==> src/rtl/vfd_scan.sv <==
module vfd_scan #(
  parameter int DIGITS     = 11,
  parameter int SEG_W      = 16,
  parameter int MIN_GRIDS  = 4,
  parameter int LED_W      = 4,
  parameter int DIM_W      = 3,
  parameter int POS_W      = 4
) (
  input  logic        clk,
  input  logic        rst_n,
  input  logic        tick,
  input  logic        wr_en,
  input  logic [7:0]  wr_addr,
  input  logic [7:0]  wr_data,
  input  logic [3:0]  grid_cnt,
  input  logic [2:0]  dim_lvl,
  input  logic        led_wr,
  input  logic [7:0]  led_data,
  output logic [10:0] seg_q,
  output logic [5:0]  grid_q,
  output logic [4:0]  dual_q,
  output logic [3:0]  led_n
);
  localparam int SHARED  = SEG_W - DIGITS;
  localparam int DED_GR  = DIGITS - SHARED;
  localparam int LAST_AD = 2 * DIGITS - 1;
  localparam logic [POS_W-1:0] POS_LAST = '1;

  logic [DIGITS-1:0][SEG_W-1:0] ram;
  logic [POS_W-1:0] pos;
  logic [3:0]       idx;
  logic [3:0]       n_cfg;
  logic [DIM_W-1:0] dim_cfg;
  logic [LED_W-1:0] led_r;

  wire [3:0] n_req = (grid_cnt < 4'(MIN_GRIDS)) ? 4'(MIN_GRIDS) :
                     (grid_cnt > 4'(DIGITS))    ? 4'(DIGITS)    : grid_cnt;
  wire       slot_end  = tick && (pos == POS_LAST);
  wire       cyc_end   = slot_end && (idx == n_cfg - 4'd1);
  wire       addr_ok   = wr_addr <= 8'(LAST_AD);
  wire [4:0] on_limit  = {1'b0, dim_cfg, 1'b0} + 5'd2;
  wire       lit       = (pos != '0) && ({1'b0, pos} <= on_limit);

  always_ff @(posedge clk) begin
    if (!rst_n) begin
      ram     <= '0;
      pos     <= '0;
      idx     <= '0;
      n_cfg   <= n_req;
      dim_cfg <= dim_lvl;
      led_r   <= '1;
    end else begin
      if (wr_en && addr_ok) begin
        if (wr_addr[0]) ram[wr_addr[4:1]][15:8] <= wr_data;
        else            ram[wr_addr[4:1]][7:0]  <= wr_data;
      end
      if (led_wr) led_r <= led_data[LED_W-1:0];
      if (tick) pos <= pos + 1'b1;
      if (slot_end) begin
        dim_cfg <= dim_lvl;
        if (cyc_end) begin
          idx   <= '0;
          n_cfg <= n_req;
        end else begin
          idx <= idx + 4'd1;
        end
      end
    end
  end

  wire [SEG_W-1:0]  seg_vec  = lit ? ram[idx] : '0;
  wire [DIGITS-1:0] grid_vec = lit ? (DIGITS'(1) << idx) : '0;

  assign seg_q  = seg_vec[DIGITS-1:0];
  assign grid_q = grid_vec[DED_GR-1:0];
  assign led_n  = led_r;

  for (genvar j = 0; j < SHARED; j++) begin : g_shared
    wire as_grid = (4'(DIGITS - j) <= n_cfg);
    assign dual_q[j] = as_grid ? grid_vec[DIGITS-1-j] : seg_vec[DIGITS+j];
  end

  assert_grid_onehot_R5: assert property (@(posedge clk) disable iff (!rst_n)
    $onehot0({dual_q & {g_shared[4].as_grid, g_shared[3].as_grid, g_shared[2].as_grid,
                        g_shared[1].as_grid, g_shared[0].as_grid}, grid_q}));
  assert_blank_R7: assert property (@(posedge clk) disable iff (!rst_n)
    (pos == '0) |-> (seg_q == '0 && grid_q == '0 && dual_q == '0));
  assert_dim_window_R6: assert property (@(posedge clk) disable iff (!rst_n)
    (grid_q != '0) |-> ({1'b0, pos} <= {1'b0, dim_cfg, 1'b0} + 5'd2));
  assert_led_load_R9: assert property (@(posedge clk) disable iff (!rst_n)
    led_wr |=> (led_n == $past(led_data[3:0])));
  assert_freeze_R10: assert property (@(posedge clk) disable iff (!rst_n)
    !tick |=> ($stable(pos) && $stable(idx)));
  assert_ignore_addr_R3: assert property (@(posedge clk) disable iff (!rst_n)
    (wr_en && !addr_ok) |=> $stable(ram));
  assert_count_range_R4: assert property (@(posedge clk) disable iff (!rst_n)
    (n_cfg >= 4'(MIN_GRIDS) && n_cfg <= 4'(DIGITS) && idx < n_cfg));
endmodule

==> config.mk <==
export PLATFORM = sky130hd
export DESIGN_NAME = vfd_scan
export DESIGN_NICKNAME = d
export VERILOG_FILES = /design/src/rtl/vfd_scan.sv
export SDC_FILE = /design/constraint.sdc
export NUM_CORES = 1
export LEC_CHECK = 0
export ABC_AREA = 1
export CAP_MARGIN = 20
export CELL_PAD_IN_SITES_DETAIL_PLACEMENT = 0
export CELL_PAD_IN_SITES_GLOBAL_PLACEMENT = 2
export CORE_MARGIN = 3
export CORE_UTILIZATION = 31
export CTS_BUF_LIST = sky130_fd_sc_hd__clkbuf_8
export DETAILED_ROUTE_END_ITERATION = 10
export PLACE_DENSITY = 0.87
export SLEW_MARGIN = 20
export SYNTH_ARGS = -nofsm -noshare
export SYNTH_HDL_FRONTEND = slang
export SYNTH_SLANG_ARGS = --single-unit
==> constraint.sdc <==
create_clock -name clk -period 2.25 [get_ports clk]
set_clock_uncertainty 0.15 [all_clocks]
set_input_delay 0.225 -clock clk [delete_from_list [all_inputs] [get_ports clk]]
set_output_delay 0.225 -clock clk [all_outputs]
set_load 0.05 [all_outputs]
# --- Word-level counts from Yosys, hierarchy flattened ---
# Index checks and enable logic that the tools add are counted.
classes:
  addsub: 4
  magnitude_cmp: 12
  n_eq_ne: 4
  n_shift: 1
  n_mux: 24
  n_reduce_logical: 7
ops:
  columns: ["cell", "n"]
  rows:
  - ["$bwmux W176", 2]
  - ["$mux W176", 1]
  - ["$demux W16 S4", 2]
  - ["$bmux W16 S4", 1]
  - ["$mux W16", 3]
  - ["$mux W4", 6]
  - ["$le A4 B4 Y1 const A", 4]
  - ["$mux W11", 1]
  - ["$shl A1 B4 Y11 const A", 1]
  - ["$lt A4 B5 Y1 const B", 2]
  - ["$add A4 B1 Y4 const B", 2]
  - ["$le A8 B5 Y1 const B", 1]
  - ["$mux W8", 1]
  - ["$mux W3", 2]
  - ["$add A4 B2 Y5 const B", 1]
  - ["$le A4 B5 Y1", 1]
  - ["$logic_and A1 B1 Y1", 5]
  - ["$mux W1", 5]
  - ["$eq A4 B4 Y1", 1]
  - ["$eq A4 B4 Y1 const B", 1]
  - ["$ge A4 B1 Y1 const B", 1]
  - ["$gt A4 B4 Y1 const B", 1]
  - ["$le A3 B4 Y1 const A", 1]
  - ["$lt A4 B3 Y1 const B", 1]
  - ["other kinds (4)", 5]
totals:
  regBits: 195
  input_bits: 36
  out_inout_bits: 26
  word_cells: 68

# --- Depth between registers and ports, before layout ---
logic_depth:
  depth_word: 6
  ltp_mapped: 11
  ltp_nobuf: 10

# --- Least setup slack after synthesis ---
# No wires, ideal clock.
synth_path:
  kind: "reg-to-output"
  from: "reg dim_cfg[0]"
  to: "out grid_q[2]"
  arrival_time_ps: 2965
  required_ps: 1875
  path_slack_ps: -1090
  stages_incl_launch_ff: 9
  n_path_buf: 0
  cell_sequence: "edfxtp_1 > ha_1 > xnor2_1 > ha_1 > nand2_1 > o21a_1 > nand2_1 > nand2_1 > nor4_1"
synth_between:
  elab_chain_cells: 4
synth_rtl:
  columns: ["item", "line_no", "text"]
  rows:
  - ["start, declared", "33", "logic [DIM_W-1:0] dim_cfg;"]
  - ["start signal, assigned", "50", "dim_cfg <= dim_lvl;"]
  - ["start signal, assigned", "60", "dim_cfg <= dim_lvl;"]
  - ["$add A4 B2 Y5", "41", "wire [4:0] on_limit = {1'b0, dim_cfg, 1'b0} + 5'd2;"]
  - ["$le A4 B5 Y1", "42", "wire lit = (pos != '0) && ({1'b0, pos} <= on_limit);"]
  - ["$logic_and A1 B1 Y1", "42", null]
  - ["$mux W11", "72", "wire [DIGITS-1:0] grid_vec = lit ? (DIGITS'(1) << idx) : '0;"]
  - ["end, declared", "20", "output logic [5:0] grid_q,"]
# No other way between the ends.

# --- Worst setup path after layout ---
layout_path:
  from: "reg dim_cfg[0]"
  to: "out dual_q[3]"
layout_between:
  elab_chain_cells: 5
  word_cells_on_any_way: 6
  classes_between: "1 x add/sub; 1 x order compare; 3 x mux; 1 x reduce/logical"
layout_rtl:
  columns: ["item", "line_no", "text"]
  rows:
  - ["$add A4 B2 Y5 *", "41", null]
  - ["$le A4 B5 Y1 *", "42", null]
  - ["$logic_and A1 B1 Y1 *", "42", null]
  - ["$mux W16 or $mux W11 (tied branches)", "71, 72", null]
  - ["$mux W1 *", "80", "assign dual_q[j] = as_grid ? grid_vec[DIGITS-1-j] : seg_vec[DIGITS+j];"]
  - ["end, declared", "21", "output logic [4:0] dual_q,"]
# Mark *: on every way between the ends. The rest lies on a longest branch, timed or not.

==> summary.txt <==
Timing
  • Final Critical Period: 2.955 ns
  • Final hold vios: 0
  • Tcrit/Tclk final: 1.313
  • Final setup margin: -0.7054 ns
  • Fmax achieved: 0.3384 GHz
  • Tightest Pin Transition: 0.7712 ns
  • Max Transition Viols Final: 0
  • Max_slew headroom: 0.4827
  • Unrepaired setup endpoints after global routing: true
  • Setup violators final: 22

Routing
  • DRT iter0 DRCs: 767
  • Vias/cell: 5.021
  • Routed WL per cell: 16.68 um
  • Remaining DRCs: 0
  • Pre-antenna DRT Iters: 5
  • Post-route ant nets: 0
  • Overall routed net length: 32.87 mm
  • Vias: 9897

Pwr
  • Pwr Total: 6.774 mW
  • VDD IR-drop max: 0.0003682 V
  • P per Cell Area: 548.9 nW/um2
  • Pleak: 4.941 nW

Placement
  • Post-Place Setup Slack: -0.2417 ns
  • DP Wirelength: 22.11 mm
  • Gpl congestion: 0.8121
  • I/O Buffers: 57

Floorplanning
  • Die span in x: 183.9 um
  • Initial Util: 0.3173
  • Die area: 33800 um2
  • # IOs: 62
  • Die Ht: 183.9 um
  • Rows: 64
  • Core Area: 30910 um2

Finish
  • Area Growth Syn to Fin: 25.84%
  • # fillers: 3232
  • Nets: 1614
  • Ant. Diodes: 0
  • Commonest non-fill, non-tap cell in the layout: nand2_1
  • Commonest cells after routing, fill and taps aside: 326 x nand2_1, 236 x nor2_1, 187 x dfxtp_1, 180 x nand3_1, 149 x a21oi_1
  • Share of cells above drive strength 1: 0.1448

Clocking
  • Clock Latency Late Sink: 0.48 ns
  • H-tree depth: 4
  • Clk buf depth: 2
  • CTS clk-pin slew, worst paths: 0.11 ns
  • Num Clock Sinks: 195
  • CTS tree: yes
  • Clk root buf: clkbuf_8
  • Num CTS Buffers: 17

Setup path
  • Crit-path max FO: 3
  • CP Launch Type: flop
  • Worst path arrival time: 2.58 ns
  • CP Capture Type: output pin
  • WS Path Type: flop to output pin
  • Req. time, crit path: 1.88 ns

Synth
  • Synth area leaders: dfxtp_1 38%, nand2_1 13%, nor2_1 9.6%
  • Mapped Area: 9807 um2
  • Area leader, netlist: dfxtp_1
  • Mapped Nets: 1547
  • Syn Inst Count: 1495
  • Top cell type's share of synthesized area: 0.3838
  • Unique masters post-synth: 30
  • Syn Area/Cell: 6.560 um2
  • Warnings from Yosys: 0
  • Synthesized flop and latch total: 195
  • Seq/Total Area, Yosys: 0.4052

Global routing
  • Grt total ovfl: 0
  • Largest net degree at the start of global routing: 55
  • Total GRT Usage: 0.1971
  • Vias in the first global route: 9223
  • First-pass GRT wire length: 52.58 mm
  • Initial antenna violation count: 0

Job
  • Max-cap violations: 0

Min path
  • Worst min-delay path class: input port to flop

Status
  • Status: finished, violations left
  • Failing checks: negative setup slack
-- synth_stat cells --
cell type / count
a31oi_1: 1
nand2_1: 334
nand4_1: 5
ha_1: 16
xnor2_1: 1
buf_2: 26
o22ai_1: 3
nand3_4: 1
edfxtp_1: 7
or2_2: 15
or2_1: 2
o21a_1: 1
inv_1: 73
dfxtp_1: 188
nor2_1: 251
o221ai_1: 4
nand3_1: 183
o2111ai_1: 7
xor2_1: 3
o211ai_1: 7
buf_1: 15
a21oi_1: 155
nor3_1: 8
clkbuf_1: 67
o21ai_0: 93
nor2_2: 14
clkinv_1: 8
nor2_4: 1
inv_2: 4
nor4_1: 2
-- state kept, by name, indices dropped and copies added, names as in the netlist --
name,cells
ram,176
idx,4
pos,4
n_cfg,4
dim_cfg,3
led_n,4
-- metal layers --
layer | global-route usage | up-vias | part of all wire
li1 | - | 4996 | -
met1 | 0.2794 | 4618 | 0.48
met5 | 0 | - | 0
met4 | 0.05262 | 0 | 0.018
met3 | 0.02592 | 28 | 0.041
met2 | 0.3163 | 255 | 0.46
-- metrics by stage --
stage	cell area, um2	utilization	cells	TNS (ns)	hold slack [ns]
floorplan	10060	-	1495	-2.482	0.1739
global placement	11770	0.3807	1935	-3.103	0.2933
detailed placement	11770	0.3807	1935	-3.906	0.2970
CTS	12340	0.3991	1971	-15.07	0.1158
global route	12340	0.3992	1971	-17.79	0.1122
finish	12340	0.3992	1971	-14.55	0.1433
-- kinds of logic (layout without fill, tap and decap cells) --
kind of cell / count (synthesis) / in the layout / synth area share
AO/OA/AOI/OAI: 271 / 271 / 0.1451
flip-flops: 195 / 195 / 0.4052
XOR/XNOR: 4 / 4 / 0.003573
AND/OR/NAND/NOR: 816 / 816 / 0.3486
buffers and inverters: 193 / 273 / 0.07719
adder cells (fa/ha/maj): 16 / 16 / 0.02041
-- area by class of cell --
cell class	count	area (um2)	area share
Multi-Input combinational cell	1107	5381	0.4361
Sequential cell	195	3975	0.3221
Timing Repair Buffer	156	1733	0.1404
Tap cell	396	495.5	0.04015
Inverter	85	326.6	0.02646
Clock buffer	20	275.3	0.02231
Clock inverter	12	153.9	0.01247
-- repair_timing --
item	CTS	global route
pin swaps	14	0
hold buffers	1	0
endpoints found under the hold margin	13	0
gates resized for setup	25	1
cloned	1	0
endpoints found under the setup margin	22	22
buffers inserted	2	0
-- where the power goes --
group	internal (mW)	leakage [nW]	switching [mW]	total (mW)
registers	3.49	1.58	0.0196	3.51
clock network	1.20	0.223	1.31	2.50
logic	0.285	3.13	0.473	0.758
total	4.97	4.94	1.80	6.77
-- worst paths after layout --
path | start | to | slack [ns] | cells past startpoint
worst max-delay path | dim_cfg[0] | dual_q[3] | -0.71 | 11
worst min-delay path | dim_lvl[1] | dim_cfg[1] | 0.14 | 1
worst max register to register | n_cfg[1] | n_cfg[2] | 0.20 | 8
worst min register to register | led_n[3] | led_n[3] | 0.32 | 2
-- critical path, cell delays in order (launching register included) --
cell	delay, ns
edfxtp_1	0.45
ha_4	0.19
xnor2_2	0.13
ha_1	0.31
a21oi_1	0.17
o21ai_2	0.09
nand2_4	0.11
buf_6	0.11
buf_6	0.09
o211ai_1	0.12
a21oi_4	0.17
buf_12	0.15
(Power assumes the default switching activity.)
